`src/rtl/atastat_pkg.sv`:
```
package atastat_pkg;
    typedef enum logic [1:0] {
        ST_RESET = 2'd0,
        ST_IDLE  = 2'd1,
        ST_EXEC  = 2'd2,
        ST_XFER  = 2'd3
    } hs_state_t;

    localparam logic [7:0] ERR_USED_MASK = 8'hD7;
endpackage

```
`src/rtl/atastat_fsm.sv`:
```
module atastat_fsm
    import atastat_pkg::*;
#(
    parameter int RST_TIMEOUT = 16
) (
    input  logic clk,
    input  logic rst_n,
    input  logic host_reset_i,
    input  logic srst_i,
    input  logic reset_done_i,
    input  logic cmd_wr_i,
    input  logic xfer_req_i,
    input  logic blk_done_i,
    input  logic cmd_done_i,
    output logic bsy_o,
    output logic drq_o,
    output logic rst_ev_o,
    output logic cmd_acc_o,
    output logic done_ev_o,
    output logic drq_ev_o
);
    localparam int CW = $clog2(RST_TIMEOUT + 1);
    localparam logic [CW-1:0] CNT_LAST = CW'(RST_TIMEOUT - 1);

    hs_state_t st_q, st_d;
    logic [CW-1:0] cnt_q;
    logic rst_ev;

    assign rst_ev = host_reset_i | srst_i;

    always_ff @(posedge clk or negedge rst_n) begin
        if (!rst_n) begin
            st_q  <= ST_RESET;
            cnt_q <= '0;
        end else begin
            st_q <= st_d;
            if (rst_ev || st_q != ST_RESET) cnt_q <= '0;
            else                            cnt_q <= cnt_q + 1'b1;
        end
    end

    always_comb begin
        st_d = st_q;
        if (rst_ev) begin
            st_d = ST_RESET;
        end else begin
            unique case (st_q)
                ST_RESET: if (reset_done_i || cnt_q == CNT_LAST) st_d = ST_IDLE;
                ST_IDLE:  if (cmd_wr_i)   st_d = ST_EXEC;
                ST_EXEC:  if (cmd_done_i) st_d = ST_IDLE;
                          else if (xfer_req_i) st_d = ST_XFER;
                ST_XFER:  if (blk_done_i) st_d = ST_EXEC;
                default:  st_d = ST_RESET;
            endcase
        end
    end

    always_comb begin
        bsy_o     = 1'b0;
        drq_o     = 1'b0;
        cmd_acc_o = 1'b0;
        done_ev_o = 1'b0;
        drq_ev_o  = 1'b0;
        rst_ev_o  = rst_ev;
        unique case (st_q)
            ST_RESET: bsy_o = 1'b1;
            ST_IDLE:  cmd_acc_o = cmd_wr_i & ~rst_ev;
            ST_EXEC: begin
                bsy_o     = 1'b1;
                done_ev_o = cmd_done_i & ~rst_ev;
                drq_ev_o  = xfer_req_i & ~cmd_done_i & ~rst_ev;
            end
            ST_XFER:  drq_o = 1'b1;
            default:  bsy_o = 1'b1;
        endcase
    end

    assert_cmd_sets_bsy_R5: assert property (@(posedge clk) disable iff (!rst_n)
        (st_q == ST_IDLE && cmd_wr_i && !rst_ev) |=> (st_q == ST_EXEC));

    assert_rst_timeout_R4: assert property (@(posedge clk) disable iff (!rst_n)
        (st_q == ST_RESET && !rst_ev && cnt_q == CNT_LAST) |=> (st_q == ST_IDLE));

    assert_rst_enters_R3: assert property (@(posedge clk) disable iff (!rst_n)
        rst_ev |=> (st_q == ST_RESET));
endmodule

```
`src/rtl/atastat_flags.sv`:
```
module atastat_flags
    import atastat_pkg::*;
(
    input  logic       clk,
    input  logic       rst_n,
    input  logic       rst_ev_i,
    input  logic       cmd_acc_i,
    input  logic       done_ev_i,
    input  logic       err_valid_i,
    input  logic [7:0] err_code_i,
    input  logic       fault_i,
    input  logic       spin_ready_i,
    input  logic       seek_done_i,
    input  logic       diag_load_i,
    input  logic [2:0] diag_code_i,
    input  logic       peer_fail_i,
    output logic       drdy_o,
    output logic       dsc_o,
    output logic       df_o,
    output logic       err_o,
    output logic [7:0] err_reg_o
);
    logic drdy_q, dsc_q, df_q, err_q;
    logic [7:0] ereg_q;

    always_ff @(posedge clk or negedge rst_n) begin
        if (!rst_n) begin
            drdy_q <= 1'b0;
            dsc_q  <= 1'b0;
            df_q   <= 1'b0;
            err_q  <= 1'b0;
            ereg_q <= 8'h00;
        end else begin
            if (spin_ready_i) drdy_q <= 1'b1;
            if (seek_done_i)  dsc_q  <= 1'b1;

            if (fault_i)                      df_q <= 1'b1;
            else if (cmd_acc_i || rst_ev_i)   df_q <= 1'b0;

            if (cmd_acc_i || rst_ev_i)        err_q <= 1'b0;
            else if (done_ev_i && err_valid_i) err_q <= 1'b1;

            if (diag_load_i)
                ereg_q <= {peer_fail_i, 4'b0000, diag_code_i};
            else if (done_ev_i && err_valid_i)
                ereg_q <= err_code_i & ERR_USED_MASK;
        end
    end

    assign drdy_o    = drdy_q;
    assign dsc_o     = dsc_q;
    assign df_o      = df_q;
    assign err_o     = err_q;
    assign err_reg_o = ereg_q;

    assert_df_hold_R10: assert property (@(posedge clk) disable iff (!rst_n)
        (df_q && !cmd_acc_i && !rst_ev_i) |=> df_q);

    assert_drdy_sticky_R11: assert property (@(posedge clk) disable iff (!rst_n)
        drdy_q |=> drdy_q);

    assert_err_unused_R1: assert property (@(posedge clk) disable iff (!rst_n)
        (ereg_q[5] == 1'b0 && ereg_q[3] == 1'b0));
endmodule

```
`src/rtl/atastat_irq.sv`:
```
module atastat_irq (
    input  logic clk,
    input  logic rst_n,
    input  logic int_en_i,
    input  logic done_ev_i,
    input  logic drq_ev_i,
    input  logic rst_ev_i,
    input  logic status_rd_i,
    output logic intrq_o
);
    logic pend_q, set_ev;

    assign set_ev = int_en_i & (done_ev_i | drq_ev_i);

    always_ff @(posedge clk or negedge rst_n) begin
        if (!rst_n)                        pend_q <= 1'b0;
        else if (set_ev)                   pend_q <= 1'b1;
        else if (status_rd_i || rst_ev_i)  pend_q <= 1'b0;
    end

    assign intrq_o = pend_q;

    assert_rd_clears_irq_R9: assert property (@(posedge clk) disable iff (!rst_n)
        (status_rd_i && !done_ev_i && !drq_ev_i) |=> !pend_q);

    assert_irq_needs_en_R8: assert property (@(posedge clk) disable iff (!rst_n)
        (!pend_q && !int_en_i) |=> !pend_q);
endmodule

```
`src/rtl/ata_status_ctrl.sv`:
```
module ata_status_ctrl #(
    parameter int RST_TIMEOUT = 16
) (
    input  logic       clk,
    input  logic       rst_n,
    input  logic       host_reset_i,
    input  logic       srst_i,
    input  logic       cmd_wr_i,
    input  logic       xfer_req_i,
    input  logic       blk_done_i,
    input  logic       cmd_done_i,
    input  logic       err_valid_i,
    input  logic [7:0] err_code_i,
    input  logic       fault_i,
    input  logic       spin_ready_i,
    input  logic       seek_done_i,
    input  logic       reset_done_i,
    input  logic       diag_load_i,
    input  logic [2:0] diag_code_i,
    input  logic       peer_fail_i,
    input  logic       dev_sel_i,
    input  logic [7:0] peer_code_i,
    input  logic       status_rd_i,
    input  logic       int_en_i,
    output logic [7:0] status_o,
    output logic [7:0] error_o,
    output logic       intrq_o
);
    logic bsy, drq, rst_ev, cmd_acc, done_ev, drq_ev;
    logic drdy, dsc, df, err;
    logic [7:0] ereg;

    atastat_fsm #(.RST_TIMEOUT(RST_TIMEOUT)) u_fsm (
        .clk(clk), .rst_n(rst_n), .host_reset_i(host_reset_i), .srst_i(srst_i),
        .reset_done_i(reset_done_i), .cmd_wr_i(cmd_wr_i), .xfer_req_i(xfer_req_i),
        .blk_done_i(blk_done_i), .cmd_done_i(cmd_done_i), .bsy_o(bsy), .drq_o(drq),
        .rst_ev_o(rst_ev), .cmd_acc_o(cmd_acc), .done_ev_o(done_ev), .drq_ev_o(drq_ev)
    );

    atastat_flags u_flags (
        .clk(clk), .rst_n(rst_n), .rst_ev_i(rst_ev), .cmd_acc_i(cmd_acc),
        .done_ev_i(done_ev), .err_valid_i(err_valid_i), .err_code_i(err_code_i),
        .fault_i(fault_i), .spin_ready_i(spin_ready_i), .seek_done_i(seek_done_i),
        .diag_load_i(diag_load_i), .diag_code_i(diag_code_i), .peer_fail_i(peer_fail_i),
        .drdy_o(drdy), .dsc_o(dsc), .df_o(df), .err_o(err), .err_reg_o(ereg)
    );

    atastat_irq u_irq (
        .clk(clk), .rst_n(rst_n), .int_en_i(int_en_i), .done_ev_i(done_ev),
        .drq_ev_i(drq_ev), .rst_ev_i(rst_ev), .status_rd_i(status_rd_i),
        .intrq_o(intrq_o)
    );

    assign status_o = {bsy, drdy, df, dsc, drq, 1'b0, 1'b0, err};
    assign error_o  = dev_sel_i ? peer_code_i : ereg;

    assert_bsy_drq_excl_R6: assert property (@(posedge clk) disable iff (!rst_n)
        !(status_o[7] && status_o[3]));

    assert_fixed_zero_R1: assert property (@(posedge clk) disable iff (!rst_n)
        (status_o[2:1] == 2'b00));
endmodule

```
`config.mk`:
```
export PLATFORM = sky130hd
export DESIGN_NAME = ata_status_ctrl
export DESIGN_NICKNAME = d
export VERILOG_FILES = /design/src/rtl/atastat_pkg.sv /design/src/rtl/atastat_fsm.sv /design/src/rtl/atastat_flags.sv /design/src/rtl/atastat_irq.sv /design/src/rtl/ata_status_ctrl.sv
export SDC_FILE = /design/constraint.sdc
export NUM_CORES = 1
export LEC_CHECK = 0
export ABC_AREA = 0
export BUFFER_PORTS_ARGS = -buffer_cell sky130_fd_sc_hd__buf_2
export CAP_MARGIN = 20
export CORE_MARGIN = 3
export CORE_UTILIZATION = 41
export DETAILED_ROUTE_END_ITERATION = 7
export GPL_TIMING_DRIVEN = 1
export PLACE_DENSITY_LB_ADDON = 0.1
export SETUP_SLACK_MARGIN = 0.05
export SLEW_MARGIN = 20
export SYNTH_ARGS = -nofsm -noshare
export SYNTH_HDL_FRONTEND = slang
export SYNTH_HIERARCHICAL = 1
export SYNTH_SLANG_ARGS = --single-unit
```
`constraint.sdc`:
```
create_clock -name clk -period 1.34 [get_ports clk]
set_input_delay 0.134 -clock clk [delete_from_list [all_inputs] [get_ports clk]]
set_output_delay 0.134 -clock clk [all_outputs]
set_load 0.01 [all_outputs]
```
==> impl_results.md <==
* Outcome: complete, no violations
* Post-synth ARST share at 100%
* WS Path Type: flop to flop
* Post-layout minimum cycle time at 1300 ps
* Wire length per cell at 11.6 microns
* Hpwl dp at 1580 microns
* Final cell count without fillers at 180
* Diode count at 0
* Placed Cells at 174
* Clk_skew at 3.90 ps
* Gr usage total at 13.3%
* Combinational cell fraction of total power at 20.1%
* Ratio of cells with drive above 1 in the final layout at 56.0%
* Clk_lat worst skew at 290 ps
* RSZ-0062 raised after global routing: true
* Netlist cell types at 33
* Share of the synthesized area in the top cell type at 41.3%
* Sequential Area at 450 sq um
* Number of synthesized flops with an enable pin at 0
* Cell taking the most area after synthesis: dfrtp_1
* Worst min path class: input port to flop
* Synth Flop Type: dfrtp_1
* Hold Slack at 27.8 ps
* Register area share after synthesis at 41.3%
* Synth warnings at 6
* Worst endpoint required time at 1510 ps
* First-pass GRT wire length at 3410 microns
* Final GP Congestion at 0.747
* Final Hold Fails at 0
* GRT overflow at 0
* Critical Path Fanout Max at 2
* Post-Syn Area at 1090 sq um
* Multi-input gate area at 538 sq um
* Leakage at 0.692 nW
* H-tree levels at 1
* Die Span Y at 57.6 microns
* Max rail drop VDD at 0.565 mV
* Io pins at 54
* Critical Path Start Type: flop
* Max frequency at 0.771 GHz
* Post-Syn Instances at 105
* Worst Setup End Kind: flop
* Fillers at 236
* P_int at 0.779 mW
* Synth area leaders: dfrtp_1 41%, mux2_4 11%, buf_4 7.6%, nand4b_1 3.2%, o311ai_1 3.2%
* PD cells at 751 nW/um^2
* DRT antenna net count at 0
* DIE AREA at 3310 sq um
* PortBufs at 49
* CTS Buffer Depth at 2
* Drt drc at 0
* Critical Path AT at 1470 ps
* DR vias at 863
* Slew Limit Fails at 0
* Core Region at 2500 sq um
* Synthesis-stage register bit count at 18
* CTS buffer count at 3
* Vias in the first global route at 803
* # clock sinks at 18
* Routed Wire Length at 2080 microns
* Flop pwr share at 54.7%
* Initial antenna violation count at 0
* Initial Util at 43.6%
* Max cap viols at 0
* Vias per cell at 4.79
* Total iterations of the first detailed-routing run at 4
* CTS tree: built
* NetSw at 0.264 mW
* Post-Syn Area per Cell at 10.4 sq um
* Clock slew at reported path FFs at 90 ps
* FP Rows at 18
* Switching share of total power at 25.3%
* Total Nets Final at 191
* Count leader, synth: dfrtp_1
* Layout Utilization at 55.6%
* Top cell types by occurrence after synthesis: 18 x dfrtp_1, 11 x buf_4, 8 x inv_1, 8 x mux2_4, 6 x nand2_1
* Period utilisation layout at 96.8%
* Finish-stage setup viols at 0
* Clock share of power at 25.1%
* CTS root buffer: clkbuf_4
* Die W at 57.6 microns
* Largest net degree at the start of global routing at 19
* DRT iter0 DRCs at 28
* Synthesis-to-finish area growth at 27.4%
[critical path: stages (launching register included)]
cell	delay [ps]
dfrtp_1	400
ha_2	190
and3_4	170
ha_4	160
o31ai_4	190
a21oi_2	70
[cell type report]
| class | count | share of cell area [%] |
|---|---|---|
| clock buffers | 3 | 1.62 |
| inverters | 8 | 2.16 |
| multi-input cells | 65 | 38.7 |
| flip-flops and latches | 18 | 32.4 |
| well taps | 30 | 2.70 |
| repair buffers | 56 | 22.3 |
[cell usage in the layout (no fill, tap or decap), drive strengths merged, types with 2 or more instances in the layout]
cell     n
nand3    3
ha       2
conb     4
a21oi    5
o21ai    3
o311ai   5
dfrtp   18
inv      8
clkbuf   3
nand2    6
nand4b   4
buf     55
and2     2
nor2     7
a21bo    2
mux2     8
or2      3
and3     2
[routing by layer]
| metal | wire (microns) | track usage (%) | vias to the layer above |
|---|---|---|---|
| li1 | - | - | 438 |
| met1 | 887 | 15.8 | 393 |
| met2 | 995 | 22.3 | 30 |
| met3 | 186 | 4.98 | 2 |
| met4 | 13 | 3.97 | 0 |
| met5 | 0 | 0 | - |
[metrics by stage]
stage	worst slack (ps)	area, sq um	total power, mW	TNS (ps)
floorplan	51.5	1100	0.705	0
global placement	-0.961	1290	0.778	-0.961
detailed placement	-57.2	1290	0.782	-95.6
CTS	-17.6	1360	1.06	-17.6
global route	-1.35	1390	1.11	-1.35
finish	43.5	1390	1.04	0
[sequential cells by signal, indices dropped and copies added, names as in the netlist]
name	count
u_fsm/st_q	2
u_flags/df_o	1
u_flags/dsc_o	1
u_flags/err_o	1
u_flags/err_reg_o	6
u_flags/drdy_o	1
u_fsm/cnt_q	5
u_irq/intrq_o	1
[power by group through the flow]
stage | Combinational (mW) | Clock, mW | Sequential (mW)
6_report | 0.210 | 0.262 | 0.571
3_5_place_dp | 0.201 | 0 | 0.581
5_1_grt | 0.234 | 0.298 | 0.573
2_1_floorplan | 0.126 | 0 | 0.579
4_1_cts | 0.209 | 0.281 | 0.570
3_3_place_gp | 0.198 | 0 | 0.580
[logic make-up after synthesis]
family	count (synthesis)	share of synthesized area [%]
DFF	18	41.3
buffers and inverters	24	14.4
and+or+nand+nor	31	17.1
xor gates and xnor gates	2	1.61
AOI/OAI and AO/OA	18	11.6
adders and majority gates	2	2.30
muxes	8	11.0
other	2	0.689
[repair_timing]
item | 4_1_cts | 5_1_grt
endpoints found under the hold margin | 18 | 0
pin swaps | 4 | 6
setup buffers | 1 | 1
gates resized for setup | 6 | 6
setup endpoints to repair | 3 | 5
hold buffers | 1 | 0
[final timing paths]
kind | cells after the start | startpoint | slack (ps) | endpoint
hold reg to reg | 1 | u_flags/dsc_o$_DFFE_PN0P_ | 470 | u_flags/dsc_o$_DFFE_PN0P_
setup / recovery | 5 | u_fsm/cnt_q[0]$_DFF_PN0_ | 40 | u_fsm/st_q[0]$_DFFE_PN0P_
setup reg to reg | 5 | u_fsm/cnt_q[0]$_DFF_PN0_ | 40 | u_fsm/st_q[0]$_DFFE_PN0P_
min in group asynchronous | 2 | rst_n | 300 | u_flags/err_reg_o[6]$_DFFE_PN0P_
max in group asynchronous | 2 | rst_n | 750 | u_fsm/st_q[0]$_DFFE_PN0P_
hold / removal | 2 | fault_i | 30 | u_flags/df_o$_DFFE_PN0P_
Power figures use the tool's default switching activity.
